**config.mk**
```make
export PLATFORM = sky130hd
export DESIGN_NAME = pmem_router
export DESIGN_NICKNAME = d
export VERILOG_FILES = /design/src/rtl/pmr_pkg.sv /design/src/rtl/pmr_decode.sv /design/src/rtl/pmr_wait.sv /design/src/rtl/pmr_capture.sv /design/src/rtl/pmem_router.sv
export SDC_FILE = /design/constraint.sdc
export NUM_CORES = 1
export LEC_CHECK = 0
export BUFFER_PORTS_ARGS = -buffer_cell sky130_fd_sc_hd__clkbuf_2
export CAP_MARGIN = 25
export CORE_ASPECT_RATIO = 2
export CORE_UTILIZATION = 37
export CTS_CLUSTER_DIAMETER = 120
export DETAILED_ROUTE_END_ITERATION = 6
export PLACE_DENSITY = 0.79
export REMOVE_ABC_BUFFERS = 1
export SETUP_SLACK_MARGIN = 0.2
export SYNTH_ARGS = -nofsm -noshare
export SYNTH_HDL_FRONTEND = slang
export SYNTH_SLANG_ARGS = --single-unit
```
**constraint.sdc**
```tcl
create_clock -name clk -period 2.7 [get_ports clk]
set_input_delay 0.135 -clock clk [delete_from_list [all_inputs] [get_ports clk]]
set_output_delay 0.135 -clock clk [all_outputs]
set_load 0.03 [all_outputs]
```
**src/rtl/pmr_pkg.sv**
```systemverilog
package pmr_pkg;

  localparam int PMR_AW = 16;

  typedef enum logic [1:0] {
    REG_NONE = 2'd0,
    REG_ROM  = 2'd1,
    REG_RAM  = 2'd2,
    REG_OFF  = 2'd3
  } region_e;

  // Address-to-region classification; bounds are inclusive at the bottom.
  function automatic region_e classify(input logic [PMR_AW-1:0] addr,
                                       input logic [PMR_AW-1:0] rom_top,
                                       input logic [PMR_AW-1:0] ram_base);
    if (addr < rom_top)
      return REG_ROM;
    else if (addr >= ram_base)
      return REG_RAM;
    else
      return REG_OFF;
  endfunction

  // An off-chip access may finish once the elapsed count meets the limit
  // and the device reports ready.
  function automatic logic wait_over(input logic [7:0] elapsed,
                                     input logic [7:0] limit,
                                     input logic       ready);
    return (elapsed >= limit) && ready;
  endfunction

endpackage

```
**src/rtl/pmr_decode.sv**
```systemverilog
module pmr_decode
  import pmr_pkg::*;
#(
  parameter logic [PMR_AW-1:0] ROM_TOP  = 16'h0400,
  parameter logic [PMR_AW-1:0] RAM_BASE = 16'hF000
) (
  input  logic              clk,
  input  logic              rst_n,
  input  logic              fetch_req,
  input  logic [PMR_AW-1:0] fetch_addr,
  input  logic              force_ext,
  input  logic              pgm_wr,
  output region_e           fetch_region,
  output logic              rom_sel,
  output logic              ram_sel,
  output logic              ext_sel,
  output logic              wr_hit
);

  region_e addr_region;

  always_comb begin
    addr_region = classify(fetch_addr, ROM_TOP, RAM_BASE);
    if (!fetch_req)
      fetch_region = REG_NONE;
    else if (force_ext)
      fetch_region = REG_OFF;
    else
      fetch_region = addr_region;
  end

  assign rom_sel = (fetch_region == REG_ROM);
  assign ram_sel = (fetch_region == REG_RAM);
  assign ext_sel = (fetch_region == REG_OFF);
  // Writes use the raw address map; forcing off-chip affects fetches only.
  assign wr_hit  = pgm_wr && !fetch_req && (addr_region == REG_RAM);

  a_r1_one_store: assert property (@(posedge clk) disable iff (!rst_n)
    $onehot0({rom_sel, ram_sel, ext_sel}));

  a_r2_force_wins: assert property (@(posedge clk) disable iff (!rst_n)
    (fetch_req && force_ext) |-> (ext_sel && !rom_sel && !ram_sel));

endmodule

```
**src/rtl/pmr_wait.sv**
```systemverilog
module pmr_wait
  import pmr_pkg::*;
#(
  parameter int WS_W   = 3,
  parameter int WS_RST = 3
) (
  input  logic            clk,
  input  logic            rst_n,
  input  logic            ws_load,
  input  logic [WS_W-1:0] ws_value,
  input  logic            ext_active,
  input  logic            ext_ready,
  output logic            stall,
  output logic            ext_done
);

  logic [WS_W-1:0] ws_q;
  logic [WS_W-1:0] elapsed_q;
  logic            count_hit;

  assign count_hit = (elapsed_q == ws_q);
  assign ext_done  = ext_active &&
                     wait_over(8'(elapsed_q), 8'(ws_q), ext_ready);
  assign stall     = ext_active && !ext_done;

  // Wait-count register: frozen while an off-chip access runs.
  always_ff @(posedge clk) begin
    if (!rst_n)
      ws_q <= WS_W'(WS_RST);
    else if (ws_load && !ext_active)
      ws_q <= ws_value;
  end

  // Elapsed-cycle counter: saturates at the limit, clears on completion.
  always_ff @(posedge clk) begin
    if (!rst_n)
      elapsed_q <= '0;
    else if (!ext_active || ext_done)
      elapsed_q <= '0;
    else if (!count_hit)
      elapsed_q <= elapsed_q + 1'b1;
  end

  a_r4_stall_while_counting: assert property (@(posedge clk) disable iff (!rst_n)
    (ext_active && !count_hit) |-> stall);

  a_r5_hold_until_ready: assert property (@(posedge clk) disable iff (!rst_n)
    (ext_active && count_hit && !ext_ready) |-> stall);

  a_r4_counter_bounded: assert property (@(posedge clk) disable iff (!rst_n)
    elapsed_q <= ws_q);

  a_r6_busy_freezes_limit: assert property (@(posedge clk) disable iff (!rst_n)
    ext_active |=> $stable(ws_q) || !$past(ext_active));

endmodule

```
**src/rtl/pmr_capture.sv**
```systemverilog
module pmr_capture
  import pmr_pkg::*;
#(
  parameter int DW = 8
) (
  input  logic          clk,
  input  logic          rst_n,
  input  region_e       region,
  input  logic          complete,
  input  logic [DW-1:0] rom_rdata,
  input  logic [DW-1:0] ram_rdata,
  input  logic [DW-1:0] ext_rdata,
  output logic [DW-1:0] fetch_data,
  output logic          fetch_valid
);

  logic [DW-1:0] sel_byte;

  always_comb begin
    case (region)
      REG_ROM: sel_byte = rom_rdata;
      REG_RAM: sel_byte = ram_rdata;
      REG_OFF: sel_byte = ext_rdata;
      default: sel_byte = '0;
    endcase
  end

  always_ff @(posedge clk) begin
    if (!rst_n) begin
      fetch_data  <= '0;
      fetch_valid <= 1'b0;
    end else begin
      fetch_valid <= complete;
      if (complete)
        fetch_data <= sel_byte;
    end
  end

  a_r9_valid_after_complete: assert property (@(posedge clk) disable iff (!rst_n)
    complete |=> fetch_valid);

  a_r9_no_spurious_valid: assert property (@(posedge clk) disable iff (!rst_n)
    !complete |=> !fetch_valid);

endmodule

```
**src/rtl/pmem_router.sv**
```systemverilog
module pmem_router
  import pmr_pkg::*;
#(
  parameter logic [15:0] ROM_TOP  = 16'h0400,
  parameter logic [15:0] RAM_BASE = 16'hF000,
  parameter int          DW       = 8,
  parameter int          WS_W     = 3,
  parameter int          WS_RST   = 3
) (
  input  logic            clk,
  input  logic            rst_n,
  input  logic            fetch_req,
  input  logic [15:0]     fetch_addr,
  input  logic            force_ext,
  input  logic            ws_load,
  input  logic [WS_W-1:0] ws_value,
  input  logic            ext_ready,
  input  logic            pgm_wr,
  input  logic [DW-1:0]   pgm_wdata,
  input  logic [DW-1:0]   rom_rdata,
  input  logic [DW-1:0]   ram_rdata,
  input  logic [DW-1:0]   ext_rdata,
  output logic [15:0]     mem_addr,
  output logic            rom_en,
  output logic            ram_en,
  output logic            ram_we,
  output logic [DW-1:0]   ram_wdata,
  output logic            ext_en,
  output logic            stall,
  output logic            fetch_valid,
  output logic [DW-1:0]   fetch_data
);

  region_e fetch_region;
  logic    rom_sel, ram_sel, ext_sel, wr_hit;
  logic    ext_done;
  logic    fetch_complete;

  pmr_decode #(.ROM_TOP(ROM_TOP), .RAM_BASE(RAM_BASE)) u_decode (
    .clk          (clk),
    .rst_n        (rst_n),
    .fetch_req    (fetch_req),
    .fetch_addr   (fetch_addr),
    .force_ext    (force_ext),
    .pgm_wr       (pgm_wr),
    .fetch_region (fetch_region),
    .rom_sel      (rom_sel),
    .ram_sel      (ram_sel),
    .ext_sel      (ext_sel),
    .wr_hit       (wr_hit)
  );

  pmr_wait #(.WS_W(WS_W), .WS_RST(WS_RST)) u_wait (
    .clk        (clk),
    .rst_n      (rst_n),
    .ws_load    (ws_load),
    .ws_value   (ws_value),
    .ext_active (ext_sel),
    .ext_ready  (ext_ready),
    .stall      (stall),
    .ext_done   (ext_done)
  );

  // A fetch completes in any cycle it is requested and not held.
  assign fetch_complete = (rom_sel || ram_sel) || ext_done;

  pmr_capture #(.DW(DW)) u_capture (
    .clk         (clk),
    .rst_n       (rst_n),
    .region      (fetch_region),
    .complete    (fetch_complete),
    .rom_rdata   (rom_rdata),
    .ram_rdata   (ram_rdata),
    .ext_rdata   (ext_rdata),
    .fetch_data  (fetch_data),
    .fetch_valid (fetch_valid)
  );

  assign mem_addr  = fetch_addr;
  assign rom_en    = rom_sel;
  assign ram_en    = ram_sel || wr_hit;
  assign ram_we    = wr_hit;
  assign ram_wdata = pgm_wdata;
  assign ext_en    = ext_sel;

  a_r3_onchip_no_stall: assert property (@(posedge clk) disable iff (!rst_n)
    (fetch_req && !ext_en) |-> !stall);

  a_r7_write_when_idle: assert property (@(posedge clk) disable iff (!rst_n)
    ram_we |-> (!fetch_req && ram_en && !rom_en && !ext_en));

  a_r8_quiet_after_reset: assert property (@(posedge clk)
    !rst_n |=> (!fetch_valid && fetch_data == '0));

endmodule

```
==> results.md, run 1 <==
| Quantity | This run |
| --- | --- |
| Run status | finished clean |
| Hold Violations, Final | 0 |
| Final net count | 212 |
| Cell Pwr Density | 472 mW/mm² |
| Max-Slew Margin vs Limit | 71.1% |
| Starting density of the core | 40.1% |
| Number of levels in the clock H-tree | 1 |
| Buffers & Inverters on Critical Path | 3 |
| Static leakage | 0.615 nW |
| Post-route fraction of the period consumed by the critical path | 78.0% |
| Total setup violations reported at the end of the flow | 0 |
| Synthesized flop and latch total | 15 |
| Logic pwr share | 27.6% |
| Total number of vias | 950 |
| Area share of the largest cell type after synthesis | 28.8% |
| Post-synth ARST share | 0% |
| Placement Rows | 26 |
| Instance area after placement | 0.00118 mm² |
| Clock tree from TritonCTS | built |
| Top-count cell post-synth | buf_4 |
| Measured slew at the worst slew-check pin | 433 ps |
| Cell family with most CP delay | simple AND/OR/NAND/NOR gates |
| Setup repair bufs after CTS | 0 |
| Count of TritonRoute iterations in the first routing pass | 5 |
| Number of cells on the worst reg-to-reg path | 6 |
| Via count normalized by instance count | 5.52 |
| WP depth | 7 |
| Most used DFF post-synth | dfxtp_1 |
| Post-detailed-route wirelength per cell | 15.1 µm |
| Ratio of cells with drive above 1 in the final layout | 49.3% |
| CTS sink cnt | 15 |
| Data required time of the critical path | 2570 ps |
| Distinct cell type count of the synthesized netlist | 31 |
| Top cells by count, synth | buf_4 (24), dfxtp_1 (15), ha_1 (9), a222oi_1 (8), o2bb2ai_1 (8) |
| Min setup slack post-route | 593 ps |
| Ant diodes | 0 |
| Yosys warnings | 0 |
| Max-cap check violation count | 0 |
| Cell area after synthesis | 0.00104 mm² |
| Number of enable-type register cells in the synthesized netlist | 0 |
| P&R area growth vs syn | 17.6% |
| Aggregate routed wire length | 2.60 mm |
| Area used by multi-input combinational logic | 522 µm² |
| P_sw | 0.177 mW |
| Tmin final | 2110 ps |
| Sequential cell area | 300 µm² |
| Max Freq | 475 MHz |
| Number of cells after detailed placement | 168 |
| Total routing resource utilization after global routing | 17.2% |
| CTS buffer count | 3 |
| Post-route cell area | 0.00123 mm² |
| Proportion of total power due to net switching | 30.6% |
| Gr ovfl total | 0 |
| Post-route DRC | 0 |
| Die span in y | 77.1 µm |
| Post-layout utilization of the core | 47.2% |
| Crit. End Element | primary output |
| Clock insertion delay at the later pin of the skew report | 240 ps |
| Path category of the worst min-delay check | input port to register |
| Worst Setup Path Type | input port to primary output |
| GP Congestion | 0.811 |
| RSZ-0062 raised after global routing | no |
| Post-cts repair resize count | 0 |
| Maximum buffer depth of the clock tree | 2 |
| Overall die width | 39.6 µm |
| Filler cells | 272 |
| Syn Area/Cell | 9.66 µm² |
| Pin count of the biggest net entering global routing | 11 |
| Remaining antenna violation count after routing | 0 |
| Peak VDD IR | 0.000362 V |
| Number of buffer cells added on primary ports | 59 |
| Number of hold buffers added after cts | 0 |
| Endpoint of the most critical setup path | ram_en |
| Number of non-filler instances in the completed layout | 172 |
| Clk Tree Root Cell | clkbuf_8 |
| Crit-path cells | clkbuf_2 > or4_4 > o41ai_4 > inv_2 > ha_1 > or2_2 > clkbuf_2 |
| Total negative slack | 0 ps |
| Number of placed I/O pins | 96 |
| Via count of the first global-routing pass | 882 |
| Synthesized netlist cell count | 108 |
| Critical register-to-register path startpoint | u_wait.elapsed_q[0] |
| First element of the critical path | fetch_addr[12] |
| CP arrival | 1970 ps |
| Final max-slew violation count | 0 |
| Highest cell delay on the worst timing path | 540 ps |
| Register-to-register path setup slack | 970 ps |
| Initial antenna violation count | 0 |
| Clock share of power | 30.8% |
| Internal Dissipation | 0.402 mW |
| Area of the core | 0.00260 mm² |
| DPL Wire Length | 2.21 mm |
| Maximum fanout count along the critical path | 9 |
| Startpoint type of the worst setup path | input port |
| First-pass GRT wire length | 3.77 mm |
| Count of routing violations after the opening detailed-route iteration | 31 |
| Worst-path cell with the longest stage delay | or4_4 |
| Clock transition at the register clock pins on the worst setup and hold paths after CTS | 60 ps |
| Final setup skew | 2.07 ps |
| Most frequent cell on the critical path | clkbuf_2 |
| Die area | 0.00305 mm² |
| RR Endpoint | u_capture.fetch_data[6] |
| Portion of the post-synthesis area used by sequential elements | 28.8% |
| Worst slack after detailed placement | 427 ps |
| Top cells by area in the synthesized netlist | dfxtp_1 (29%), buf_4 (17%), ha_1 (11%) |
| Dominant cell type by area after synthesis | dfxtp_1 |
| Sequential cell fraction of total power | 41.7% |
==> power groups by stage <==
stage	Combinational (mW)	Sequential [mW]	Clock (mW)
finish	0.160	0.241	0.178
global route	0.174	0.242	0.190
CTS	0.161	0.241	0.182
detailed placement	0.161	0.246	0
global placement	0.158	0.245	0
floorplan	0.0694	0.263	0
==> worst register-to-register path, stage by stage (launching register included) <==
cell	delay, ps
dfxtp_1	370
inv_1	60
ha_1	300
nor2b_1	150
o21ai_2	140
a311oi_4	490
o2bb2ai_1	160
==> cell usage in the layout, fill, tap and decap left out, types with 2 or more instances in the layout <==
cell and count:
clkbuf_2 59, dfxtp_1 15, ha_1 9, a222oi_1 8, o2bb2ai_1 8, inv_1 7, nor2_1 6, nand2_1 4
clkbuf_8 3, nor2b_1 2, a21oi_1 2, mux2i_1 2
==> kinds of logic (layout without fill, tap and decap cells) <==
kind of cell             after synthesis  count (layout)  synth area share (%)
XOR/XNOR                               2               2                  1.68
multiplexers                           2               2                  1.92
buffers and inverters                 35              71                  21.2
AND/OR/NAND/NOR                       18              18                  9.11
flip-flops                            15              15                  28.8
AO/OA/AOI/OAI                         27              27                  26.5
adder cells (fa/ha/maj)                9               9                  10.8
==> layer usage <==
| metal | share of wire, % | GRT usage [%] | up-vias |
|---|---|---|---|
| li1 | - | - | 449 |
| met1 | 33 | 16.9 | 412 |
| met2 | 50 | 27.9 | 83 |
| met3 | 16 | 9.54 | 6 |
| met4 | 1.8 | 7.24 | 0 |
| met5 | 0 | 0 | - |
==> stage by stage <==
stage,total power [mW],hold slack (ps)
2_1_floorplan,0.332,197
3_3_place_gp,0.403,270
4_1_cts,0.584,124
6_report,0.579,123
5_1_grt,0.606,141
3_5_place_dp,0.406,270
==> final cells by class <==
type,count,area share (%)
clock buffers,4,3.67
inverters,8,2.45
multi-input cells,58,42.5
flip-flops and latches,15,24.5
well taps,28,2.85
repair buffers,59,24.1
==> registers in the layout (all words and copies together), names as in the netlist <==
| name | cells |
|---|---|
| u_capture.fetch_data | 8 |
| u_wait.elapsed_q | 3 |
| u_capture.fetch_valid | 1 |
| u_wait.ws_q | 3 |
==> worst min-delay path by stage <==
stage | endpoint | cells past startpoint | slack [ps] | start
global route | u_wait.ws_q[0] | 2 | 140 | rst_n
CTS | u_wait.ws_q[0] | 2 | 120 | rst_n
detailed placement | mem_addr[6] | 0 | 270 | fetch_addr[6]
finish | u_wait.ws_q[0] | 2 | 120 | rst_n
global placement | mem_addr[6] | 0 | 270 | fetch_addr[6]
floorplan | u_wait.ws_q[0] | 1 | 200 | rst_n
Power figures use the tool's default switching activity.
==> run 2: changes to the inputs <==
--- a/config.mk
+++ b/config.mk
@@ -5,13 +5,14 @@
 export SDC_FILE = /design/constraint.sdc
 export NUM_CORES = 1
 export LEC_CHECK = 0
+export ABC_AREA = 1
 export BUFFER_PORTS_ARGS = -buffer_cell sky130_fd_sc_hd__clkbuf_2
 export CAP_MARGIN = 25
 export CORE_ASPECT_RATIO = 2
-export CORE_UTILIZATION = 37
+export CORE_UTILIZATION = 35
 export CTS_CLUSTER_DIAMETER = 120
 export DETAILED_ROUTE_END_ITERATION = 6
-export PLACE_DENSITY = 0.79
+export PLACE_DENSITY = 0.75
 export REMOVE_ABC_BUFFERS = 1
 export SETUP_SLACK_MARGIN = 0.2
 export SYNTH_ARGS = -nofsm -noshare
==> constraint.sdc (replaced) <==
create_clock -name clk -period 1.7 [get_ports clk]
set_input_delay 0.085 -clock clk [delete_from_list [all_inputs] [get_ports clk]]
set_output_delay 0.085 -clock clk [all_outputs]
set_load 0.03 [all_outputs]
==> results.md, run 2 <==
| Quantity | This run |
| --- | --- |
| Run status | finished clean |
| Initial antenna violation count | 0 |
| Post-synth ARST share | 0% |
| GP Congestion | 0.803 |
| Most used DFF post-synth | dfxtp_1 |
| Most frequent cell on the critical path | nand2_2 |
| Via count of the first global-routing pass | 1161 |
| Max-Slew Margin vs Limit | 74.2% |
| Top-count cell post-synth | nand2_1 |
| Pin count of the biggest net entering global routing | 22 |
| Clock tree from TritonCTS | built |
| Number of hold buffers added after cts | 0 |
| Post-route fraction of the period consumed by the critical path | 87.3% |
| Aggregate routed wire length | 3.03 mm |
| DPL Wire Length | 2.21 mm |
| RSZ-0062 raised after global routing | yes |
| Top library cells by usage in the layout, fill and taps aside | clkbuf_2 (57), nand2_1 (49), nand3_1 (18) |
| Via count normalized by instance count | 4.96 |
| Static leakage | 0.868 nW |
| Max reg flops | 8 |
| Total setup violations reported at the end of the flow | 0 |
| Distinct cell type count of the synthesized netlist | 25 |
| Gr ovfl total | 0 |
| P&R area growth vs syn | 30.0% |
| Number of enable-type register cells in the synthesized netlist | 0 |
| Worst Setup Path Type | register to primary output |
| Final max-slew violation count | 0 |
| Maximum buffer depth of the clock tree | 2 |
| Count of TritonRoute iterations in the first routing pass | 2 |
| Post-route DRC | 0 |
| Hold Violations, Final | 0 |
| Synthesized flop and latch total | 15 |
| Largest registers in the final layout | u_capture.fetch_data: 8 flops, u_wait.elapsed_q: 3 flops, u_wait.ws_q: 3 flops |
| Cell area after synthesis | 0.00118 mm² |
| First-pass GRT wire length | 4.83 mm |
| CTS sink cnt | 15 |
| Worst-path cell with the longest stage delay | dfxtp_2 |
| Clock transition at the register clock pins on the worst setup and hold paths after CTS | 60 ps |
| Syn Area/Cell | 6.76 µm² |
| Post-detailed-route wirelength per cell | 12.1 µm |
| Remaining antenna violation count after routing | 0 |
| Overall die width | 43.1 µm |
| Critical register-to-register path startpoint | u_wait.ws_q[2] |
| Count of routing violations after the opening detailed-route iteration | 11 |
| Clk Tree Root Cell | clkbuf_8 |
| Measured slew at the worst slew-check pin | 387 ps |
| CP arrival | 1400 ps |
| Startpoint type of the worst setup path | register |
| Number of cells after detailed placement | 237 |
| CTS buffer count | 3 |
| Placement Rows | 29 |
| Dominant cell type by area after synthesis | dfxtp_1 |
| Number of non-filler instances in the completed layout | 250 |
| Max Freq | 673 MHz |
| Highest cell delay on the worst timing path | 320 ps |
| Total negative slack | 0 ps |
| Portion of the post-synthesis area used by sequential elements | 25.4% |
| Final setup skew | 2.97 ps |
| Ant diodes | 0 |
| Die span in y | 84.2 µm |
| Synthesized netlist cell count | 175 |
| Clock insertion delay at the later pin of the skew report | 250 ps |
| Tmin final | 1480 ps |
| Number of levels in the clock H-tree | 1 |
| Ratio of cells with drive above 1 in the final layout | 46.1% |
| Area of the core | 0.00319 mm² |
| Register ranked first by flip-flop count | u_capture.fetch_data |
| Path category of the worst min-delay check | input port to register |
| Launch point of the worst hold path | ws_value[0] |
| First element of the critical path | u_wait.ws_q[2] |
| Most common cell after layout, fill and taps aside | clkbuf_2 |
| Total routing resource utilization after global routing | 16.8% |
| Peak VDD IR | 0.000296 V |
| Crit. End Element | primary output |
| Top cells by count, synth | nand2_1 (53), buf_4 (24), inv_1 (20), nand3_1 (19), dfxtp_1 (15) |
| Yosys warnings | 0 |
| Top cells by area in the synthesized netlist | dfxtp_1 (25%), nand2_1 (17%), buf_4 (15%) |
| Area share of the largest cell type after synthesis | 25.4% |
| Cell Pwr Density | 643 mW/mm² |
| Data required time of the critical path | 1620 ps |
| Number of placed I/O pins | 96 |
| Number of buffer cells added on primary ports | 59 |
| Starting density of the core | 37.1% |
| Die area | 0.00363 mm² |
| Post-layout utilization of the core | 48.2% |
| Max-cap check violation count | 0 |
| Crit-path cells | inv_2 > ha_4 > nand2_2 > inv_2 > nand2_2 > nand2_2 > a21oi_2 > clkbuf_8 |
| Total number of vias | 1241 |
| Final net count | 287 |
| Maximum fanout count along the critical path | 2 |
run 2: logic make-up (layout without fill, tap and decap cells):
kind of cell / count (synthesis) / after routing / share of synthesized area, %
xor gates and xnor gates: 2 / 2 / 1.48
AOI/OAI and AO/OA: 7 / 7 / 3.70
DFF: 15 / 15 / 25.4
adders and majority gates: 9 / 9 / 9.51
and+or+nand+nor: 91 / 92 / 35.5
buffers and inverters: 51 / 94 / 24.4
run 2: timing repair:
action / CTS / global route
gates cloned: 0 / 1
pin swaps: 4 / 10
buffers inserted: 4 / 4
endpoints found under the setup margin: 4 / 15
resized for setup: 19 / 12
hold endpoints to repair: 0 / 0
run 2: worst paths after layout:
path | end | slack, ps | cells after the start
worst max-delay path | stall | 220 | 8
worst min-delay path | u_wait.ws_q[0] | 50 | 3
worst max register to register | u_capture.fetch_data[1] | 250 | 11
worst min register to register | u_capture.fetch_data[6] | 480 | 2
run 2: area by class of cell:
class	instances	area, µm²
inverter	22	85.1
tap	31	38.8
sequential	15	308
multi-input combinational	110	684
clock buffer	4	45.0
fill	326	1650
timing repair buffer	68	378
run 2: metrics by stage:
| stage | total power, mW | hold WS, ps | area (µm²) | worst slack, ps |
|---|---|---|---|---|
| final | 0.990 | 51.8 | 1540 | 215 |
| after global routing | 1.05 | 78.5 | 1540 | 136 |
| after CTS | 0.982 | 45.2 | 1470 | 180 |
| after detailed placement | 0.664 | 170 | 1320 | 84.5 |
| after global placement | 0.660 | 170 | 1320 | 121 |
| after floorplan | 0.542 | 169 | 977 | 67.8 |
run 2: worst max-delay path, delay by kind of cell, from the launching register on:
kind | cells | cell delay, ps
and+or+nand+nor | 3 | 180
buffers and inverters | 3 | 260
DFF | 1 | 320
adders and majority gates | 1 | 240
AOI/OAI and AO/OA | 1 | 150
run 2: report_power, final:
part | internal [mW] | switching [mW]
clock | 0.166 | 0.117
combinational | 0.128 | 0.192
sequential | 0.375 | 0.0122
total | 0.669 | 0.321
run 2: routing by layer:
metal | vias to the layer above | wire [µm] | global-route usage (%)
li1 | 625 | - | -
met1 | 528 | 982 | 16.1
met2 | 83 | 1710 | 31.1
met3 | 5 | 281 | 5.16
met4 | 0 | 59 | 7.44
met5 | - | 0 | 0
